$ cat config.mk
export PLATFORM = sky130hd
export DESIGN_NAME = irq_vector_ctrl
export DESIGN_NICKNAME = d
export VERILOG_FILES = /design/src/rtl/irqc_pkg.sv /design/src/rtl/irqc_ext_capture.sv /design/src/rtl/irqc_active_track.sv /design/src/rtl/irqc_arbiter.sv /design/src/rtl/irq_vector_ctrl.sv
export SDC_FILE = /design/constraint.sdc
export NUM_CORES = 1
export LEC_CHECK = 0
export BUFFER_PORTS_ARGS = -buffer_cell sky130_fd_sc_hd__buf_2
export CORE_MARGIN = 5
export CORE_UTILIZATION = 32
export DETAILED_ROUTE_END_ITERATION = 10
export PLACE_DENSITY_LB_ADDON = 0.05
export SLEW_MARGIN = 20
export SYNTH_ARGS = -nofsm -noshare
export SYNTH_HDL_FRONTEND = slang
export SYNTH_HIERARCHICAL = 1
export SYNTH_SLANG_ARGS = --single-unit
$ cat constraint.sdc
create_clock -name clk -period 2.25 [get_ports clk]
set_input_delay 0.225 -clock clk [delete_from_list [all_inputs] [get_ports clk]]
set_output_delay 0.225 -clock clk [all_outputs]
set_load 0.1 [all_outputs]
$ cat src/rtl/irqc_pkg.sv
package irqc_pkg;
  localparam int unsigned CTRL_W     = 5;
  localparam int unsigned NEST_BIT   = 4;
  localparam int unsigned VEC_STRIDE = 4;
endpackage

$ cat src/rtl/irqc_ext_capture.sv
module irqc_ext_capture #(
  parameter int unsigned N_EXT = 3
) (
  input  logic             clk,
  input  logic             rst,
  input  logic [N_EXT-1:0] pin_n,
  input  logic [N_EXT-1:0] edge_mode,
  input  logic [N_EXT-1:0] ack_hit,
  output logic [N_EXT-1:0] req
);
  logic [N_EXT-1:0] pin_prev;
  logic [N_EXT-1:0] pend_q;
  logic [N_EXT-1:0] pend_d;
  logic [N_EXT-1:0] fall;

  for (genvar i = 0; i < N_EXT; i++) begin : g_pin
    assign fall[i]   = pin_prev[i] & ~pin_n[i];
    // a fresh edge beats the clear from an acknowledge in the same cycle
    assign pend_d[i] = edge_mode[i] ? (fall[i] | (pend_q[i] & ~ack_hit[i])) : 1'b0;
    assign req[i]    = edge_mode[i] ? pend_d[i] : ~pin_n[i];
  end

  always_ff @(posedge clk) begin
    if (rst) begin
      pin_prev <= '1;
      pend_q   <= '0;
    end else begin
      pin_prev <= pin_n;
      pend_q   <= pend_d;
    end
  end
endmodule

$ cat src/rtl/irqc_active_track.sv
module irqc_active_track #(
  parameter int unsigned N_SRC = 8
) (
  input  logic             clk,
  input  logic             rst,
  input  logic [N_SRC-1:0] ack_hit,
  input  logic             rti,
  output logic [N_SRC-1:0] act_q,
  output logic [N_SRC-1:0] act_next
);
  logic [N_SRC-1:0] lowest;

  // isolate the highest-priority (lowest-index) active level
  assign lowest   = act_q & (~act_q + N_SRC'(1));
  assign act_next = (act_q & ~(rti ? lowest : '0)) | ack_hit;

  always_ff @(posedge clk) begin
    if (rst) act_q <= '0;
    else     act_q <= act_next;
  end
endmodule

$ cat src/rtl/irqc_arbiter.sv
module irqc_arbiter #(
  parameter int unsigned N_SRC = 8,
  parameter int unsigned IDX_W = 3
) (
  input  logic [N_SRC-1:0] req,
  input  logic [N_SRC-1:0] act,
  input  logic             nest,
  output logic             grant_valid,
  output logic [IDX_W-1:0] grant_idx
);
  logic [N_SRC-1:0] blocked;
  logic [N_SRC-1:0] elig;
  logic [N_SRC-1:0] cand;
  logic             idle;

  assign idle = (act == '0);

  for (genvar i = 0; i < N_SRC; i++) begin : g_elig
    if (i == 0) begin : g_top
      assign blocked[i] = act[i];
      assign elig[i]    = ~act[i];
    end else begin : g_rest
      assign blocked[i] = blocked[i-1] | act[i];
      assign elig[i]    = nest ? ~blocked[i] : idle;
    end
  end

  assign cand = req & elig;

  always_comb begin
    grant_valid = 1'b0;
    grant_idx   = '0;
    for (int i = N_SRC - 1; i >= 0; i--) begin
      if (cand[i]) begin
        grant_valid = 1'b1;
        grant_idx   = IDX_W'(i);
      end
    end
  end
endmodule

$ cat src/rtl/irq_vector_ctrl.sv
module irq_vector_ctrl
  import irqc_pkg::*;
#(
  parameter int unsigned N_EXT    = 3,
  parameter int unsigned N_INT    = 4,
  parameter int unsigned ADDR_W   = 14,
  parameter logic [ADDR_W-1:0] VEC_BASE = 14'h040,
  localparam int unsigned N_SRC   = 1 + N_EXT + N_INT,
  localparam int unsigned IDX_W   = $clog2(N_SRC)
) (
  input  logic              clk,
  input  logic              rst,
  input  logic [N_EXT-1:0]  ext_irq_n,
  input  logic [N_INT-1:0]  int_req,
  input  logic              reset_req,
  input  logic [N_SRC-2:0]  irq_mask,
  input  logic [CTRL_W-1:0] irq_ctrl,
  input  logic              ack,
  input  logic              rti,
  output logic              irq_valid,
  output logic [ADDR_W-1:0] irq_vector,
  output logic [IDX_W-1:0]  irq_src,
  output logic [N_SRC-1:0]  active_lvl
);
  logic [N_SRC-1:0] ack_hit;
  logic [N_EXT-1:0] ext_req;
  logic [N_SRC-1:0] raw_req;
  logic [N_SRC-1:0] gated_req;
  logic [N_SRC-1:0] act_next;
  logic             win_valid;
  logic [IDX_W-1:0] win_idx;

  always_comb begin
    ack_hit = '0;
    if (ack && irq_valid) ack_hit[irq_src] = 1'b1;
  end

  irqc_ext_capture #(.N_EXT(N_EXT)) u_ext (
    .clk       (clk),
    .rst       (rst),
    .pin_n     (ext_irq_n),
    .edge_mode (irq_ctrl[N_EXT-1:0]),
    .ack_hit   (ack_hit[N_EXT:1]),
    .req       (ext_req)
  );

  irqc_active_track #(.N_SRC(N_SRC)) u_act (
    .clk      (clk),
    .rst      (rst),
    .ack_hit  (ack_hit),
    .rti      (rti),
    .act_q    (active_lvl),
    .act_next (act_next)
  );

  assign raw_req   = {int_req, ext_req, reset_req};
  assign gated_req = raw_req & {irq_mask, 1'b1};

  irqc_arbiter #(.N_SRC(N_SRC), .IDX_W(IDX_W)) u_arb (
    .req         (gated_req),
    .act         (act_next),
    .nest        (irq_ctrl[NEST_BIT]),
    .grant_valid (win_valid),
    .grant_idx   (win_idx)
  );

  always_ff @(posedge clk) begin
    if (rst) begin
      irq_valid  <= 1'b0;
      irq_src    <= '0;
      irq_vector <= VEC_BASE;
    end else begin
      irq_valid  <= win_valid;
      irq_src    <= win_idx;
      irq_vector <= VEC_BASE + ADDR_W'(ADDR_W'(win_idx) * ADDR_W'(VEC_STRIDE));
    end
  end
endmodule

---- Word level (Yosys, flattened, before mapping) ----
Index checks and enable logic that the tools add are counted.
word-level totals
  register bits ........................... 32
  input port bits ......................... 24
  output and inout bits ................... 26
  logic and storage cells ................. 83
cells by class
  $add $sub $neg .......................... 2
  magnitude comparators ................... 2
  mux-type cells .......................... 33
  bitwise logic cells ..................... 37
  reduce and logical (&&, ||, !) cells .... 3
operators with widths
  cell                                                  count
  AND 8 bit                                             4
  two-way mux 3 bit                                     8
  two-way mux 1 bit                                     22
  two-way mux 8 bit                                     2
  inverter 8 bit                                        2
  inverter 1 bit                                        14
  OR 1 bit                                              10
  adder 7 x 5 -> 8 bit (first input constant)           1
  adder 8 x 1 -> 8 bit (second input constant)          1
  logical NOT 8 bit                                     1
  OR 8 bit                                              1
  AND 1 bit                                             6
  < comparator 3 x 4 -> 1 bit (second input constant)   1
  demux 1 bit (select 3 bit)                            1
  >= comparator 3 x 1 -> 1 bit (second input constant)  1
  logical AND 1 bit                                     2

---- Depth between registers and ports, before layout ----
Gate-level depths: netlist of run 1.
  word-level depth ........................ 26
  gate-level depth with buffers ........... 10
  depth with buffers taken out ............ 10

---- Cells and area by module ----
The synthesis of run 1 kept the hierarchy.
by module, submodules not included
  module             instances  cells each  area an instance (um^2)
  irqc_active_track  1          36          340.3
  irq_vector_ctrl    1          45          329.1
  irqc_arbiter       1          39          294.0
  irqc_ext_capture   1          27          252.7

---- Worst setup path before layout of run 1 ----
Ideal clock, no wire load.
  path type ............................... flip-flop to flip-flop
  start ................................... register u_act.act_q[0]
  end ..................................... register irq_vector[2]
  setup time .............................. 65 ps
  arrival ................................. 2884 ps
  setup slack ............................. -699 ps
  stages on the path, launching flop included .. 8
  path buffers ............................ 0
  cell sequence ........................... dfxtp_1 or4b_4 o41a_1 nor4_2 a41oi_2 nor3b_2 a311oi_2 nor2b_1
on the way
  elaborated cells on any way between the ends .. 40
  those cells by class .................... 2 x add/sub; 16 x mux; 21 x bitwise; 1 x reduce/logical
RTL lines
  element                                                                    RTL line                 text
  from (decl)                                                                irqc_active_track.sv:8   output logic [N_SRC-1:0] act_q,
  from (signal assigned)                                                     irqc_active_track.sv:19  else act_q <= act_next;
  inverter 8 bit (*)                                                         irqc_active_track.sv:14  assign lowest = act_q & (~act_q + N_SRC'(1));
  adder 8 x 1 -> 8 bit (*)                                                   irqc_active_track.sv:14
  AND 8 bit (*)                                                              irqc_active_track.sv:14
  two-way mux 8 bit (*)                                                      irqc_active_track.sv:15  assign act_next = (act_q & ~(rti ? lowest : '0)) | ack_hit;
  inverter 8 bit (*)                                                         irqc_active_track.sv:15
  AND 8 bit (*)                                                              irqc_active_track.sv:15
  OR 8 bit (*)                                                               irqc_active_track.sv:15
  via act_next[7]                                                            irq_vector_ctrl.sv:29    logic [N_SRC-1:0] act_next;
  parallel branches: the longest is 3 deep, another holds logical NOT 8 bit  -
  AND 8 bit (*)                                                              irqc_arbiter.sv:28       assign cand = req & elig;
  two-way mux 3 bit (6 in series)                                            irqc_arbiter.sv:34       if (cand[i]) begin
  two-way mux 3 bit (*) (2 in series)                                        irqc_arbiter.sv:34
  via win_idx[0]                                                             irq_vector_ctrl.sv:31    logic [IDX_W-1:0] win_idx;
  adder 7 x 5 -> 8 bit (*)                                                   irq_vector_ctrl.sv:75    irq_vector <= VEC_BASE + ADDR_W'(ADDR_W'(win_idx) * ADDR_W'(VEC_STRIDE));
  to (signal assigned)                                                       irq_vector_ctrl.sv:75
  to (decl)                                                                  irq_vector_ctrl.sv:21    output logic [ADDR_W-1:0] irq_vector,
Mark *: on every way through the listed nets, which the timed path passes.
A chain may end at the register's enable or synchronous reset.

---- Worst setup path after layout of run 1 ----
  start ................................... register u_act.act_q[2]
  end ..................................... register irq_vector[4]
on the way
  elaborated cells on any way between the ends .. 37
  those cells by class .................... 2 x add/sub; 16 x mux; 18 x bitwise; 1 x reduce/logical
RTL lines
  element                              RTL line                 text
  inverter 8 bit (*)                   irqc_active_track.sv:14
  adder 8 x 1 -> 8 bit (*)             irqc_active_track.sv:14
  AND 8 bit (*)                        irqc_active_track.sv:14
  two-way mux 8 bit (*)                irqc_active_track.sv:15
  inverter 8 bit (*)                   irqc_active_track.sv:15
  AND 8 bit (*)                        irqc_active_track.sv:15
  OR 8 bit (*)                         irqc_active_track.sv:15
  via act_next[4]                      irq_vector_ctrl.sv:29
  OR 1 bit (4 in series)               irqc_arbiter.sv:23       assign blocked[i] = blocked[i-1] | act[i];
  inverter 1 bit                       irqc_arbiter.sv:24       assign elig[i] = nest ? ~blocked[i] : idle;
  two-way mux 1 bit                    irqc_arbiter.sv:24
  AND 8 bit (*)                        irqc_arbiter.sv:28
  two-way mux 3 bit (6 in series)      irqc_arbiter.sv:34
  two-way mux 3 bit (*) (2 in series)  irqc_arbiter.sv:34
  via win_idx[2]                       irq_vector_ctrl.sv:31
  adder 7 x 5 -> 8 bit (*)             irq_vector_ctrl.sv:75
Mark *: on every way through the listed nets, which the timed path passes. The rest lies on a longest branch.

==> run_results.csv, run 1 <==
group,metric,value,unit
synthesis,yosys_warnings,6,
layout,final_cells,247,
critical_path,cp_num_buf_inv,1,
layout,final_cell_mix,"buf_2, buf_4, nor2b_1, conb_1, nand2b_1",
sta,setup_slack,-168,ps
min_path,hold_path_class,"primary input to flop",
route,post-route-drc-count,0,
layout,nNetsFinal,224,
clocking,clockRootBuffer,"clkbuf_8",
grt,grt_pass1_vias,1219,
critical_path,reg2reg_slack,-170,ps
floorplan,pin_count,50,
layout,diodes,0,
grt,antenna_found_initial,0,
grt,track_usage,12.5,%
critical_path,cp_slowest_stage_delay,590,ps
synthesis,syn_area,1220,µm²
synthesis,synth_ff_type,"dfxtp_1",
clocking,clk_latency,260,ps
critical_path,cp_top_family,"simple AND/OR/NAND/NOR gates",
sta,hold_violations,0,
clocking,cts_buffer_depth,2,
clocking,cts_tree,"built",
sta,hold_ws,174,ps
clocking,cts_hold_buf,0,
clocking,cts_max_level,1,
route,vias,1114,
route,dr.pass1.iters,4,
status,outcome,"complete, but fails checks",
sta,max_freq,0.414,GHz
sta,maxSlewViolCount,0,
floorplan,fp.coreArea,3660,µm²
placed_design,gp_congestion,0.773,
synthesis,synth_edf_count,0,
synthesis,async_flop_share,0,%
route,drtIter0Drc,30,
route,routedWlPerCell,12.5,µm
sta,fin_tns_setup,-468,ps
floorplan,fp-row-count,22,
power,p_leak,0.780,nW
placed_design,place.detailed.hpwl,2520,µm
floorplan,start_util,33.2,%
sta,rsz0062_at_grt,"true",
critical_path,critPathSlowestCell,"or4b_4",
floorplan,dieArea,5130,µm²
synthesis,synth_seq_cells,18,
sta,clock-skew-final,5.57,ps
layout,drive_gt1_share,44.2,%
clocking,cts_made_buffers,3,
clocking,path_clk_slew,70,ps
route,postRouteAntennaNets,0,
status,violations,"negative setup slack",
critical_path,cp-end-kind,"flop",
synthesis,synth-seq-area-share,29.6,%
floorplan,dieWidth,71.7,µm
layout,final_common_cell,"buf_2",
sta,fin_crit,2420,ps
grt,grt_max_degree,19,
layout,syn_to_final_growth,32.8,%
sta,final-setup-viol-count,4,
power,power_density,626,nW/µm²
critical_path,required,2380,ps
grt,grt_overflow,0,
critical_path,path_cells,"or4b_4, o21ai_1, nand2_1, nor4_4, buf_4, a21oi_2, a21o_1, nor4b_2, nor2b_1",
placed_design,place_ws,-202,ps
synthesis,syn_area_per_cell,8.27,µm²
floorplan,die_y,71.7,µm
clocking,cts_sinks,18,
critical_path,critical_path_class,"flop to flop",
synthesis,synth_cells,147,
power,peakVddDrop,203,µV
placed_design,place_inst,241,
placed_design,port-buffer-count,37,
route,routed_via_density,4.51,
sta,period_share,107,%
critical_path,crit_fanout,5,
route,drt_wl_total,3100,µm
critical_path,start_kind,"flop",
layout,postLayoutCoreUtil,44.1,%
critical_path,arrival,2550,ps
synthesis,yosysUniqueCellTypes,43,
grt,grt_pass1_wl,5200,µm
job,maxCapViolations,0,
## synthesized netlist by cell type (all sizes together), types with 3 or more instances
cell type	instances	area, µm²
o22ai	3	18.8
o211ai	3	22.5
or2	4	25.0
nor2	8	30.0
a21o	6	46.3
nand2	9	33.8
nand2b	10	62.6
nor2b	12	82.6
and2	8	51.3
a211oi	3	27.5
o21ai	5	25.0
inv	8	30.0
buf	15	113
nor3	4	20.0
a21oi	8	40.0
dfxtp	18	360
## registers in the layout (all words and copies together) (netlist names)
register and cells:
irq_valid 1, u_ext/pin_prev 3, u_act/act_q 8, irq_vector 3
u_ext/pend_q 3
## cells by family after synthesis
family                 synth area share, %
AOI/OAI and AO/OA                     21.1
buffers and inverters                 11.7
DFF                                   29.6
other                                0.618
and+or+nand+nor                       36.9
## repair_timing
item	in CTS	in global routing
setup buffers	2	0
pin swaps	5	3
setup endpoints to repair	4	4
gates resized for setup	2	2
## per-layer routing
layer / up-vias / track usage, % / part of all wire (%)
met1: 504 / 14.4 / 44
met2: 24 / 23.6 / 52
met5: - / 0 / 0
met4: 0 / 4.38 / 0
met3: 0 / 1.12 / 4.3
li1: 586 / - / -
## layout make-up
cell class              instances  area, µm²
clock buffers                   4       45.0
fillers                       386       2050
inverters                       8       30.0
multi-input cells             115        787
flip-flops and latches         18        380
well taps                      48       60.1
repair buffers                 54        313
## final timing paths
check,start,end,cells after the start
hold / removal,ext_irq_n[1],u_ext/pin_prev[1]$_SDFF_PP1_,2
setup reg to reg,u_act/act_q[2]$_SDFF_PP0_,irq_vector[4]$_SDFF_PP0_,9
hold reg to reg,u_ext/pin_prev[1]$_SDFF_PP1_,u_ext/pend_q[1]$_SDFF_PP0_,2
setup / recovery,u_act/act_q[2]$_SDFF_PP0_,irq_vector[4]$_SDFF_PP0_,9
## stage by stage
stage | total power, mW | area (µm²)
2_1_floorplan | 0.704 | 1290
3_3_place_gp | 0.766 | 1540
3_5_place_dp | 0.769 | 1540
4_1_cts | 1.02 | 1610
5_1_grt | 1.06 | 1620
6_report | 1.01 | 1620
## report_power, final
| group | total [mW] | switching [mW] | internal (mW) |
|---|---|---|---|
| registers | 0.348 | 0.0129 | 0.335 |
| clock network | 0.237 | 0.111 | 0.126 |
| logic | 0.427 | 0.306 | 0.121 |
## worst reg2reg max path: stages (launching register included)
cell,delay [ps]
dfxtp_4,340
or4b_4,590
o21ai_1,190
nand2_1,140
nor4_4,330
buf_4,180
a21oi_2,60
a21o_1,180
nor4b_2,160
nor2b_1,120
Note: power is estimated with default switching activity, not from simulation.
==> inputs of run 2 (changes only) <==
--- a/config.mk
+++ b/config.mk
@@ -6,7 +6,8 @@
 export NUM_CORES = 1
 export LEC_CHECK = 0
 export BUFFER_PORTS_ARGS = -buffer_cell sky130_fd_sc_hd__buf_2
-export CORE_MARGIN = 5
+export CAP_MARGIN = 20
+export CORE_MARGIN = 1
 export CORE_UTILIZATION = 32
 export DETAILED_ROUTE_END_ITERATION = 10
 export PLACE_DENSITY_LB_ADDON = 0.05
@@ -15,3 +16,4 @@
 export SYNTH_HDL_FRONTEND = slang
 export SYNTH_HIERARCHICAL = 1
 export SYNTH_SLANG_ARGS = --single-unit
+export TNS_END_PERCENT = 5
==> run 2 against run 1 <==
Net effect: the run still ends with negative setup slack left; critical path depth down 1; combinational power up 3%; non-clock buffer count up 4; clock skew down 4.4 ps; die area down 21%; clock power about the same; flip-flop and latch count unchanged; global-route usage up 3.4 points; sequential power about the same; largest cell class unchanged; highest routed layer is now met4.
==> run_results.csv, run 2 (synthesized netlist as in run 1, its figures left out) <==
group,metric,value,unit
status,outcome,"complete, but fails checks",
placed_design,place_ws,-185,ps
layout,largest_reg_flops,8,
sta,clock-skew-final,1.19,ps
route,post-route-drc-count,0,
layout,drive_gt1_share,47.3,%
critical_path,crit_cells,8,
floorplan,fp.coreArea,3660,µm²
critical_path,cp_top_family,"simple AND/OR/NAND/NOR gates",
grt,grt_max_degree,19,
clocking,clockRootBuffer,"clkbuf_8",
sta,hold_violations,0,
route,drt_wl_total,2920,µm
layout,diodes,0,
critical_path,start_kind,"flop",
job,maxCapViolations,0,
min_path,whs_path_depth,2,
floorplan,pin_count,50,
route,routed_via_density,4.67,
grt,track_usage,15.9,%
power,p_leak,0.811,nW
route,drtIter0Drc,33,
layout,final_cell_mix,"buf_2, buf_4, conb_1, nand2b_1, nor2b_1",
grt,grt_use_met2,27.7,%
power,peakVddDrop,221,µV
grt,top_usage_layer,"met2",
grt,grtUsageMet1,18.1,%
layout,num-fill-cells,381,
grt,grt_pass1_wl,4930,µm
clocking,cts_buffer_depth,2,
clocking,cts_sinks,18,
route,postRouteAntennaNets,0,
layout,nNetsFinal,228,
clocking,path_clk_slew,70,ps
critical_path,cp_num_buf_inv,1,
placed_design,port-buffer-count,37,
layout,top_register,"u_act/act_q",
floorplan,fp-row-count,22,
route,routedWlPerCell,11.6,µm
clocking,clk_latency,250,ps
layout,final_common_cell,"buf_2",
critical_path,cp-end-kind,"flop",
route,vias,1171,
grt,grt_pass1_vias,1152,
floorplan,dieArea,4050,µm²
sta,period_share,107,%
sta,fin_tns_setup,-555,ps
route,dr.pass1.iters,4,
sta,final-setup-viol-count,4,
sta,rsz0062_at_grt,"true",
power,power_density,610,nW/µm²
grt,grt.met3_usage,2.36,%
min_path,hold_path_class,"primary input to flop",
clocking,cts_tree,"built",
placed_design,gp_congestion,0.820,
floorplan,start_util,33.2,%
critical_path,cp_slowest_stage_delay,590,ps
layout,syn_to_final_growth,37.9,%
sta,max_freq,0.417,GHz
floorplan,dieWidth,63.7,µm
floorplan,die_y,63.7,µm
sta,maxSlewViolCount,0,
sta,fin_crit,2400,ps
sta,setup_slack,-146,ps
critical_path,ff2ff_path_depth,8,
critical_path,path_cells,"or4b_4, o41a_1, nor4_4, a41oi_2, buf_4, and2_4, o211ai_1, nor2b_2",
grt,grt_overflow,0,
critical_path,critical_path_class,"flop to flop",
critical_path,crit_fanout,5,
clocking,cts_made_buffers,3,
placed_design,place.detailed.hpwl,2340,µm
grt,antenna_found_initial,0,
critical_path,critPathSlowestCell,"or4b_4",
critical_path,required,2440,ps
clocking,cts_max_level,1,
status,violations,"negative setup slack",
critical_path,arrival,2590,ps
[run 2: power breakdown]
| part | total (mW) | leakage, nW | internal, mW | switching (mW) |
|---|---|---|---|---|
| registers | 0.348 | 0.152 | 0.335 | 0.0130 |
| logic | 0.441 | 0.635 | 0.129 | 0.311 |
| clock network | 0.234 | 0.0231 | 0.121 | 0.112 |
| total | 1.02 | 0.811 | 0.586 | 0.436 |
[run 2: metrics by stage]
stage	std cells	hold slack [ps]	utilization, %	cell area, µm²	total power, mW
finish	251	173	45.8	1680	1.02
global route	251	173	45.8	1680	1.07
CTS	251	172	45.3	1660	1.03
detailed placement	244	438	42.7	1560	0.770
global placement	244	428	42.7	1560	0.766
floorplan	156	287	-	1290	0.704
[run 2: per-layer routing]
layer / part of all wire (%) / routed length, µm
met3: 2.7 / 80
met4: 2.0 / 58
met5: 0 / 0
met2: 50 / 1460
met1: 45 / 1320
[run 2: layout make-up]
cell class	count	area, µm²	area share, %
inverter	8	30.0	1.79
multi-input combinational	115	818	48.8
clock buffer	3	41.3	2.46
sequential	18	380	22.7
tap	48	60.1	3.58
clock inverter	1	3.75	0.224
timing repair buffer	58	343	20.4
[run 2: final timing paths]
kind	slack [ps]	endpoint	from
worst min register to register	480	u_ext/pend_q[1]$_SDFF_PP0_	u_ext/pin_prev[1]$_SDFF_PP1_
worst max register to register	-150	irq_valid$_SDFF_PP0_	u_act/act_q[1]$_SDFF_PP0_
worst max-delay path	-150	irq_valid$_SDFF_PP0_	u_act/act_q[1]$_SDFF_PP0_
worst min-delay path	170	u_ext/pin_prev[0]$_SDFF_PP1_	ext_irq_n[0]
[run 2: repair_timing]
| item | 4_1_cts | 5_1_grt |
|---|---|---|
| pin swaps | 7 | 3 |
| hold buffers | 0 | 0 |
| endpoints found under the setup margin | 4 | 4 |
| buffers inserted | 3 | 0 |
| resized for setup | 5 | 5 |
==> inputs of run 3 (changes only) <==
--- a/config.mk
+++ b/config.mk
@@ -7,6 +7,7 @@
 export LEC_CHECK = 0
 export BUFFER_PORTS_ARGS = -buffer_cell sky130_fd_sc_hd__buf_2
 export CAP_MARGIN = 20
+export CORE_ASPECT_RATIO = 1.5
 export CORE_MARGIN = 1
 export CORE_UTILIZATION = 32
 export DETAILED_ROUTE_END_ITERATION = 10
==> constraint.sdc (replaced) <==
create_clock -name clk -period 2.8 [get_ports clk]
set_input_delay 0.28 -clock clk [delete_from_list [all_inputs] [get_ports clk]]
set_output_delay 0.28 -clock clk [all_outputs]
set_load 0.1 [all_outputs]
==> run 3 against run 2 <==
Net effect: the flow now finishes without violations; largest power group unchanged; non-clock buffer count is 18 lower; final area fell by 13%; clock-buffer cell count is 1 higher.
==> run_results.csv, run 3 (synthesized netlist as in run 1, its figures left out) <==
group,metric,value,unit
power,peakVddDrop,224,µV
sta,setup_slack,197,ps
critical_path,critPathSlowestCell,"or4b_4",
grt,grt_pass1_vias,1018,
sta,fin_tns_setup,0,ps
clocking,clockRootBuffer,"clkbuf_8",
clocking,cts_made_buffers,3,
power,power_frac_comb,39.2,%
route,vias,1078,
critical_path,critical_path_class,"flop to flop",
sta,rsz0062_at_grt,"false",
grt,grt_max_degree,19,
sta,clock-skew-final,4.25,ps
placed_design,place.detailed.hpwl,2390,µm
layout,top_register,"u_act/act_q",
sta,max_freq,0.384,GHz
power,p_leak,0.707,nW
power,power.total,0.811,mW
critical_path,cp_num_buf_inv,0,
power,p_clk_share,26.1,%
sta,maxSlewViolCount,0,
power,power_density,553,nW/µm²
layout,final_common_cell,"buf_2",
layout,final_cell_mix,"buf_2, dfxtp_1, nor2b_1, conb_1, nand2b_1",
route,drtIter0Drc,38,
critical_path,cp_slowest_stage_delay,580,ps
placed_design,port-buffer-count,37,
sta,period_share,92.9,%
power,p_sw,0.335,mW
clocking,cts_max_level,1,
clocking,cts_sinks,18,
floorplan,fp-row-count,27,
clocking,cts_tree,"built",
power,p_int,0.475,mW
critical_path,crit_fanout,5,
sta,fin_crit,2600,ps
floorplan,die_y,77.5,µm
power,swShare,41.4,%
job,maxCapViolations,0,
layout,largest_reg_flops,8,
clocking,cts_hold_buf,0,
route,postRouteAntennaNets,0,
layout,nNetsFinal,210,
critical_path,path_cells,"or4b_4, o41a_1, nor4_4, a41oi_2, nor3b_2, a311oi_2, nor2b_1",
route,dr.pass1.iters,4,
floorplan,pin_count,50,
clocking,clk_latency,250,ps
critical_path,required,2990,ps
sta,hold_violations,0,
sta,final-setup-viol-count,0,
layout,drive_gt1_share,34.1,%
critical_path,arrival,2800,ps
route,routedWlPerCell,12.7,µm
layout,diodes,0,
floorplan,fp.coreArea,3650,µm²
critical_path,cp-end-kind,"flop",
route,post-route-drc-count,0,
floorplan,start_util,33.3,%
critical_path,cp_top_family,"simple AND/OR/NAND/NOR gates",
floorplan,dieWidth,52.3,µm
floorplan,dieArea,4060,µm²
min_path,hold_path_class,"primary input to flop",
status,outcome,"complete, no violations",
route,routed_via_density,4.73,
placed_design,place_ws,120,ps
clocking,cts_buffer_depth,2,
clocking,path_clk_slew,70,ps
grt,grt_overflow,0,
power,pwr-share-seq,34.8,%
grt,track_usage,14.8,%
critical_path,start_kind,"flop",
grt,grt_pass1_wl,4590,µm
grt,antenna_found_initial,0,
route,drt_wl_total,2890,µm
placed_design,gp_congestion,0.729,
layout,syn_to_final_growth,20.6,%
-- run 3: cell types whose count changed in the layout (fill, tap and decap cells not counted), moves of 2 or more --
| cell | delta |
|---|---|
| dfxtp_1 | +7 |
| dfxtp_4 | -3 |
| a21oi_1 | +2 |
| dfxtp_2 | -4 |
| o21ai_1 | +2 |
| o21ai_2 | -2 |
| buf_4 | -18 |
-- run 3: what timing repair did --
action                     4_1_cts  5_1_grt
resized for setup                0        1
setup endpoints to repair        0        1
hold endpoints to repair         0        0
buffers inserted                 0        0
-- run 3: worst paths after layout --
path	to	cells after the start	slack, ps	from
hold / removal	u_ext/pin_prev[1]$_SDFF_PP1_	2	230	ext_irq_n[1]
setup reg to reg	irq_vector[2]$_SDFF_PP0_	7	200	u_act/act_q[0]$_SDFF_PP0_
hold reg to reg	u_ext/pend_q[0]$_SDFF_PP0_	2	480	u_ext/pin_prev[0]$_SDFF_PP1_
setup / recovery	irq_vector[2]$_SDFF_PP0_	7	200	u_act/act_q[0]$_SDFF_PP0_
-- run 3: cell type report --
class	count	area, µm²
clock buffer	4	55.1
fill	387	2180
inverter	8	30.0
multi-input combinational	115	756
sequential	18	364
tap	43	53.8
timing repair buffer	40	208
-- run 3: power by group through the flow --
stage | clock network, mW | logic, mW | registers, mW
global placement | 0 | 0.315 | 0.287
floorplan | 0 | 0.215 | 0.349
finish | 0.211 | 0.317 | 0.282
CTS | 0.221 | 0.318 | 0.282
global route | 0.230 | 0.337 | 0.284
detailed placement | 0 | 0.317 | 0.288
-- run 3: layer usage --
layer  routed length [µm]  track usage (%)
met5                    0                0
met4                   29             6.05
met3                   92             2.16
met2                 1560             26.8
met1                 1210             16.4
-- run 3: worst reg2reg max path: stages (launching register included) --
cell      delay, ps
dfxtp_2         340
or4b_4          580
o41a_1          450
nor4_4          370
a41oi_2         210
nor3b_2         200
a311oi_2        250
nor2b_1         150
-- run 3: per-stage QoR --
stage	std cells	util, %	hold WS [ps]	instance area [µm²]
2_1_floorplan	156	-	344	1250
3_3_place_gp	224	38.4	461	1400
3_5_place_dp	224	38.4	479	1400
4_1_cts	228	40.0	223	1460
5_1_grt	228	40.2	241	1470
6_report	228	40.2	228	1470
